File: config.mk
export PLATFORM = sky130hd
export DESIGN_NAME = vxfer_ctrl
export DESIGN_NICKNAME = d
export VERILOG_FILES = /design/src/rtl/vxfer_pkg.sv /design/src/rtl/vxfer_edge.sv /design/src/rtl/vxfer_decode.sv /design/src/rtl/vxfer_seq.sv /design/src/rtl/vxfer_port_state.sv /design/src/rtl/vxfer_ctrl.sv
export SDC_FILE = /design/constraint.sdc
export NUM_CORES = 1
export LEC_CHECK = 0
export ABC_AREA = 1
export BUFFER_PORTS_ARGS = -buffer_cell sky130_fd_sc_hd__buf_2
export CAP_MARGIN = 5
export CORE_ASPECT_RATIO = 1.25
export CORE_MARGIN = 4
export CORE_UTILIZATION = 45
export CTS_CLUSTER_SIZE = 28
export DETAILED_ROUTE_END_ITERATION = 8
export PLACE_DENSITY = 0.7
export SLEW_MARGIN = 0
export SYNTH_ARGS = -nofsm -noshare
export SYNTH_HDL_FRONTEND = slang
export SYNTH_SLANG_ARGS = --single-unit
File: constraint.sdc
create_clock -name clk -period 1.8 [get_ports clk]
set_clock_uncertainty 0.2 [all_clocks]
set_input_delay 0.36 -clock clk [delete_from_list [all_inputs] [get_ports clk]]
set_output_delay 0.36 -clock clk [all_outputs]
set_load 0.1 [all_outputs]
File: src/rtl/vxfer_pkg.sv
package vxfer_pkg;
  typedef enum logic [1:0] {
    XK_LOAD   = 2'd0,
    XK_STORE  = 2'd1,
    XK_INMODE = 2'd2
  } xkind_t;

  typedef enum logic [1:0] {
    ST_IDLE = 2'd0,
    ST_COL  = 2'd1,
    ST_REL  = 2'd2,
    ST_MOVE = 2'd3
  } xstate_t;
endpackage

File: src/rtl/vxfer_edge.sv
module vxfer_edge #(
  parameter int N = 2
) (
  input  logic         clk,
  input  logic         rst_n,
  input  logic [N-1:0] lvl_n,
  output logic [N-1:0] fell
);
  logic [N-1:0] prev_q;

  always_ff @(posedge clk or negedge rst_n) begin
    if (!rst_n) prev_q <= '1;
    else        prev_q <= lvl_n;
  end

  for (genvar i = 0; i < N; i++) begin : g_bit
    assign fell[i] = prev_q[i] & ~lvl_n[i];
  end
endmodule

File: src/rtl/vxfer_decode.sv
module vxfer_decode
  import vxfer_pkg::*;
(
  input  logic   trg_n,
  input  logic   we_n,
  input  logic   se_n,
  output logic   is_xfer,
  output xkind_t kind
);
  always_comb begin
    is_xfer = ~trg_n;
    if (we_n)      kind = XK_LOAD;
    else if (se_n) kind = XK_INMODE;
    else           kind = XK_STORE;
  end
endmodule

File: src/rtl/vxfer_seq.sv
module vxfer_seq
  import vxfer_pkg::*;
#(
  parameter int ROW_W = 8,
  parameter int COL_W = 8
) (
  input  logic             clk,
  input  logic             rst_n,
  input  logic             ras_fall,
  input  logic             cas_fall,
  input  logic             ras_n,
  input  logic             cas_n,
  input  logic             trg_n,
  input  logic             is_xfer,
  input  xkind_t           kind_in,
  input  logic [ROW_W-1:0] row_in,
  input  logic [COL_W-1:0] col_in,
  input  logic             mv_ready,
  output logic             mv_valid,
  output logic             mv_to_sam,
  output logic [ROW_W-1:0] mv_row,
  output logic             fin,
  output xkind_t           fin_kind,
  output logic [COL_W-1:0] col_q
);
  xstate_t          st_q, st_d;
  xkind_t           kind_q;
  logic [ROW_W-1:0] row_q;
  logic             release_ok;

  assign release_ok = ~ras_n & ~cas_n & trg_n;

  always_comb begin
    st_d = st_q;
    fin  = 1'b0;
    unique case (st_q)
      ST_IDLE: if (ras_fall && is_xfer) st_d = ST_COL;
      ST_COL: begin
        if (ras_n)         st_d = ST_IDLE;
        else if (cas_fall) st_d = ST_REL;
        else if (trg_n)    st_d = ST_IDLE;
      end
      ST_REL: begin
        if (ras_n || cas_n) st_d = ST_IDLE;
        else if (release_ok) begin
          if (kind_q == XK_INMODE) begin
            st_d = ST_IDLE;
            fin  = 1'b1;
          end else begin
            st_d = ST_MOVE;
          end
        end
      end
      ST_MOVE: if (mv_ready) begin
        st_d = ST_IDLE;
        fin  = 1'b1;
      end
      default: st_d = ST_IDLE;
    endcase
  end

  always_ff @(posedge clk or negedge rst_n) begin
    if (!rst_n) begin
      st_q   <= ST_IDLE;
      kind_q <= XK_LOAD;
      row_q  <= '0;
      col_q  <= '0;
    end else begin
      st_q <= st_d;
      if (st_q == ST_IDLE && ras_fall && is_xfer) begin
        kind_q <= kind_in;
        row_q  <= row_in;
      end
      if (st_q == ST_COL && !ras_n && cas_fall) col_q <= col_in;
    end
  end

  assign mv_valid  = (st_q == ST_MOVE);
  assign mv_to_sam = (kind_q == XK_LOAD);
  assign mv_row    = row_q;
  assign fin_kind  = kind_q;
endmodule

File: src/rtl/vxfer_port_state.sv
module vxfer_port_state
  import vxfer_pkg::*;
#(
  parameter int   COL_W     = 8,
  parameter logic DIR_RESET = 1'b1
) (
  input  logic             clk,
  input  logic             rst_n,
  input  logic             fin,
  input  xkind_t           fin_kind,
  input  logic [COL_W-1:0] col_q,
  output logic             ser_dir_out,
  output logic [COL_W-1:0] ser_start,
  output logic             ser_start_load,
  output logic             xfer_done
);
  always_ff @(posedge clk or negedge rst_n) begin
    if (!rst_n) begin
      ser_dir_out    <= DIR_RESET;
      ser_start      <= '0;
      ser_start_load <= 1'b0;
      xfer_done      <= 1'b0;
    end else begin
      ser_start_load <= fin;
      xfer_done      <= fin;
      if (fin) begin
        ser_start   <= col_q;
        ser_dir_out <= (fin_kind == XK_LOAD);
      end
    end
  end
endmodule

File: src/rtl/vxfer_ctrl.sv
module vxfer_ctrl
  import vxfer_pkg::*;
#(
  parameter int ROW_W  = 8,
  parameter int COL_W  = 8,
  parameter int ADDR_W = (ROW_W > COL_W) ? ROW_W : COL_W
) (
  input  logic              clk,
  input  logic              rst_n,
  input  logic              ras_n,
  input  logic              cas_n,
  input  logic              trg_n,
  input  logic              we_n,
  input  logic              se_n,
  input  logic [ADDR_W-1:0] addr,
  output logic              mv_valid,
  input  logic              mv_ready,
  output logic              mv_to_sam,
  output logic [ROW_W-1:0]  mv_row,
  output logic              ser_dir_out,
  output logic [COL_W-1:0]  ser_start,
  output logic              ser_start_load,
  output logic              xfer_done
);
  localparam int NSTB = 2;

  logic [NSTB-1:0]  stb_fell;
  logic             is_xfer;
  xkind_t           kind;
  logic             fin;
  xkind_t           fin_kind;
  logic [COL_W-1:0] col_q;

  vxfer_edge #(.N(NSTB)) u_edge (
    .clk   (clk),
    .rst_n (rst_n),
    .lvl_n ({cas_n, ras_n}),
    .fell  (stb_fell)
  );

  vxfer_decode u_dec (
    .trg_n   (trg_n),
    .we_n    (we_n),
    .se_n    (se_n),
    .is_xfer (is_xfer),
    .kind    (kind)
  );

  vxfer_seq #(.ROW_W(ROW_W), .COL_W(COL_W)) u_seq (
    .clk       (clk),
    .rst_n     (rst_n),
    .ras_fall  (stb_fell[0]),
    .cas_fall  (stb_fell[1]),
    .ras_n     (ras_n),
    .cas_n     (cas_n),
    .trg_n     (trg_n),
    .is_xfer   (is_xfer),
    .kind_in   (kind),
    .row_in    (addr[ROW_W-1:0]),
    .col_in    (addr[COL_W-1:0]),
    .mv_ready  (mv_ready),
    .mv_valid  (mv_valid),
    .mv_to_sam (mv_to_sam),
    .mv_row    (mv_row),
    .fin       (fin),
    .fin_kind  (fin_kind),
    .col_q     (col_q)
  );

  vxfer_port_state #(.COL_W(COL_W), .DIR_RESET(1'b1)) u_port (
    .clk            (clk),
    .rst_n          (rst_n),
    .fin            (fin),
    .fin_kind       (fin_kind),
    .col_q          (col_q),
    .ser_dir_out    (ser_dir_out),
    .ser_start      (ser_start),
    .ser_start_load (ser_start_load),
    .xfer_done      (xfer_done)
  );
endmodule

Yosys cells after proc, flatten, opt, wreduce, memory -nomap -nowiden
Cells that the tools add are included.
{ "op_classes": {"mux": 16, "bitwise_logic": 7, "n_eq_ne": 8, "n_reduce_logical": 10} }
{ "op_table": {"columns": ["op", "count"], "rows": [
  ["2-bit two-way mux", 10],
  ["2-bit case mux with 4 select lines", 1],
  ["2-bit == test, second input constant", 3],
  ["1-bit logical AND", 5],
  ["1-bit bitwise AND", 4],
  ["2-bit logical NOT", 2],
  ["1-bit two-way mux", 4],
  ["2-bit by 1-bit inequality test with 1-bit output, second input constant", 2],
  ["4-bit by 3-bit inequality test with 1-bit output, second input constant", 1],
  ["4-bit AND reduction", 1],
  ["3-bit by 1-bit inequality test with 1-bit output, second input constant", 1],
  ["1-bit inverter", 3],
  ["2-bit by 1-bit == test with 1-bit output, second input constant", 1],
  ["1-bit case mux with 2 select lines", 1],
  ["1-bit logical NOT", 1],
  ["1-bit logical OR", 1]
]} }
{ "totals": {"inputBits": 16, "ff_bits": 32, "out_inout_bits": 21} }

Depth between registers and ports, before layout
{ "depth": {"depth_word": 6, "mapped_depth": 7} }

Cells and area by module
Synthesis repeated with hierarchy kept, for this count alone.
{ "hier_totals": {"hier_cells": 168, "hier_area_um2": 1437.6} }
{ "by_module_without_submodules": {"columns": ["module", "instances", "cells_per_inst", "area_each_um2", "seq_area_each_um2"], "rows": [
  ["vxfer_seq", 1, 117, 968.4, 500.5],
  ["vxfer_port_state", 1, 41, 379.1, 251.5],
  ["vxfer_edge", 1, 6, 72.6, 52.6],
  ["vxfer_decode", 1, 4, 17.5, 0.0]
]} }

Worst setup path before layout
OpenSTA, ideal clock, no wires.
{ "synth_path": {"kind": "reg2out", "from": "register u_seq.kind_q[1], in the netlist u_seq.fin_kind[1]", "to": "output mv_to_sam", "arrival_ps": 1697, "path_buffers": 0, "required_time_ps": 1240, "path_stages_with_launch": 2, "slack_ps": -457, "path_cell_list": "dfrtp_1 -> nor2_1"} }
{ "synth_via": {"elab_chain_len": 1} }
{ "synth_lines": {"columns": ["element", "line", "rtl"], "rows": [
  ["start: declaration", "vxfer_seq.sv:27", "xkind_t kind_q;"],
  ["start signal: assignment", "vxfer_seq.sv:71", "kind_q <= kind_in;"],
  ["2-bit logical NOT", "vxfer_seq.sv:79", "assign mv_to_sam = (kind_q == XK_LOAD);"],
  ["end: declaration", "vxfer_ctrl.sv:18", "output logic mv_to_sam,"]
]} }
No other way between the ends.

Worst setup path in the final report
{ "layout_path": {"from": "register u_seq.st_q[0]", "to": "output mv_valid"} }
{ "layout_via": {"elab_chain_len": 1} }
{ "layout_lines": {"columns": ["element", "line", "rtl"], "rows": [
  ["start: declaration", "vxfer_seq.sv:26", "xstate_t st_q, st_d;"],
  ["start signal: assignment", "vxfer_seq.sv:69", "st_q <= st_d;"],
  ["2-bit == test", "vxfer_seq.sv:78", "assign mv_valid = (st_q == ST_MOVE);"],
  ["end: declaration", "vxfer_ctrl.sv:16", "output logic mv_valid,"]
]} }
No other way between the ends.

==> out/results.ini <==
[run_status]
status = complete, no violations

[detailed_routing]
via_per_inst = 4.70
drc = 0
routed_wl_um = 2770
route.vias.total = 1080
drt_iter0_drc = 14
wl_per_cell_um = 12.0
firstDrtPassIters = 4
ant_nets = 0

[setup_path]
start_kind = flop
cp.depth = 3
r2r_slack_ns = 0.20
reg2reg_from = u_seq.st_q[1]
worstSetupEndpointType = primary output
endpoint = mv_valid
worstSetupPathType = reg2out
crit_path_start = u_seq.st_q[0]
worstPathRequired_ns = 1.24
worst_r2r_endpoint = u_seq.fin_kind[1]
worstPathMaxFanout = 4
crit_family = flip-flops
cpPeakStageDelay_ns = 0.45
cp_slowest_cell = dfrtp_1
crit_chain = nand2_1 -> inv_2 -> buf_12
reg2reg_depth = 3
critPathArrivalTime_ns = 1.17
path_buf_inv = 2

[finish]
syn2layout_area_growth_pct = 26.9
final_cells = 230
drive_above_1_share_pct = 33.5
post-route-util_pct = 59.2
fin_nets = 209
diodes = 0

[timing]
drv_slew = 0
rsz0062_at_grt = false
setup_viol = 0
fin_ws_ns = 0.0707
finalHoldViolCount = 0
slew-limit-headroom_pct = 67.4
fmax_ghz = 0.578
min_period_ns = 1.73
worst-slew-pin-transition_ns = 0.492
tns_ns = 0
fin_crit_sh_pct = 96.1

[placed_design]
preCtsSetupSlack_ns = 0.129
port-buffer-count = 36
place_inst = 219
gp_congestion = 0.780
dpl.hpwl_um = 1990

[cts]
cts_tree = done
clkLatencyLatePin_ns = 0.34
cts_max_path_buffers = 2
cts_root_buffer = clkbuf_4
cts_sinks = 32
path_clk_slew_ns = 0.10
htree_levels = 2
cts_inserted_buffers = 5

[floorplan]
row_count = 22
ios = 37
fp.dieH_um = 69.8
die_w_um = 57.4
core_area_mm2 = 0.00295
die-area_mm2 = 0.00401
start_util_pct = 46.6

[yosys]
synth_fp_nets = 166
synth-seq-cells = 32
avgSynthCellArea_um2 = 9.16
syn_inst = 150
synth_most_common_cell = nand2_1
yosysWarnings = 0
synth_edf_count = 0
ys_async_sr_fraction_pct = 100
ys_seq_area_share_pct = 58.6
ys.flop_type = dfrtp_1
synth_area_mm2 = 0.00137
synth_common_cells = nand2_1, dfrtp_1, o21ai_1
yosys-top-cells-area = dfrtp_1, nand2_1, o21ai_1
yosys.cell_types.count = 21
synth_top_area_share_pct = 52.8
synth_top_cell_by_area = dfrtp_1

[global_routing]
grt_pass1_wl_um = 4620
first_global_vias = 1059
track_usage_pct = 15.2
grt_overflow_total = 0
grt_use_met3_pct = 6.33
grt-busiest-layer = met2
grt_max_degree = 33
use_met2_pct = 23.5
antenna_found_initial = 0
grtUsageMet1_pct = 17.6

[run]
drv_cap = 0

[hold_path]
hold_path.class = in2reg

state kept, by name, summed over array words and instances, names as in the netlist:
register,count
u_port.ser_dir_out,1
u_seq.col_q,8
u_edge.prev_q,2
u_port.ser_start_load,1
u_seq.mv_row,8
u_seq.fin_kind,2
u_seq.st_q,2
u_port.ser_start,8
stage by stage:
| stage | instance area [µm²] | hold slack [ns] |
|---|---|---|
| floorplan | 1380 | -0.136 |
| global placement | 1630 | 0.187 |
| detailed placement | 1630 | 0.198 |
| CTS | 1740 | 0.00980 |
| global route | 1740 | 0.00405 |
| finish | 1740 | 0.0240 |
cells in the final DEF (no fill, tap or decap):
cell type	instances
nand2_1	46
inv_1	14
nand2_4	2
inv_2	2
buf_4	1
dfrtp_1	27
nor2_2	2
nor2_4	2
clkinv_2	1
o31ai_1	2
o21bai_1	1
clkinvlp_4	1
nand3_2	1
a21oi_1	1
buf_12	3
o21ai_1	17
nand2_2	5
dfrtp_2	2
nor2_1	6
dlygate4sd3_1	3
dfstp_2	3
nand3_1	11
bufinv_16	1
clkbuf_4	5
or2_1	1
buf_2	33
nand2_8	1
metal layers:
| layer | routed length (µm) | part of all wire [%] | up-vias |
|---|---|---|---|
| li1 | - | - | 556 |
| met1 | 1190 | 43 | 484 |
| met2 | 1310 | 47 | 34 |
| met3 | 202 | 7.3 | 6 |
| met4 | 71 | 2.6 | 0 |
| met5 | 0 | 0 | - |
worst min-delay path by stage:
stage                               end  slack [ns]  cells after the start  start
detailed placement      u_seq.mv_row[2]        0.20                      2  rst_n
floorplan           u_port.ser_start[0]       -0.14                      0  rst_n
global route          u_seq.fin_kind[1]       0.004                      2   we_n
global placement        u_seq.mv_row[5]        0.19                      2  rst_n
CTS                   u_seq.fin_kind[0]        0.01                      2   we_n
finish                u_seq.fin_kind[0]        0.02                      2   we_n
worst reg2reg max path, stage by stage, from the launching register on:
cell	delay, ns
dfrtp_2	0.47
nor2_2	0.19
nand3_2	0.31
o31ai_1	0.33
logic make-up (layout without fill, tap and decap cells):
kind of cell | after synthesis | after routing | share of synthesized area, %
AO/OA/AOI/OAI | 21 | 21 | 8.20
buffers and inverters | 20 | 64 | 6.47
flip-flops | 32 | 32 | 58.6
AND/OR/NAND/NOR | 77 | 77 | 26.8
final cells by class:
class / instances / area, µm²
Clock buffer: 5 / 37.5
Clock inverter: 3 / 42.5
Fill cell: 257 / 1200
Inverter: 16 / 60.1
Multi-Input combinational cell: 98 / 488
Sequential cell: 32 / 807
Tap cell: 36 / 45.0
Timing Repair Buffer: 40 / 263
timing repair:
item,CTS,global route
gates resized for setup,0,2
hold buffers,3,0
hold endpoints to repair,31,0
setup endpoints to repair,0,2
buffers inserted,0,0
Power is not shown: default switching activity piles up to over one toggle a cycle in this logic, so the estimate is an artifact.
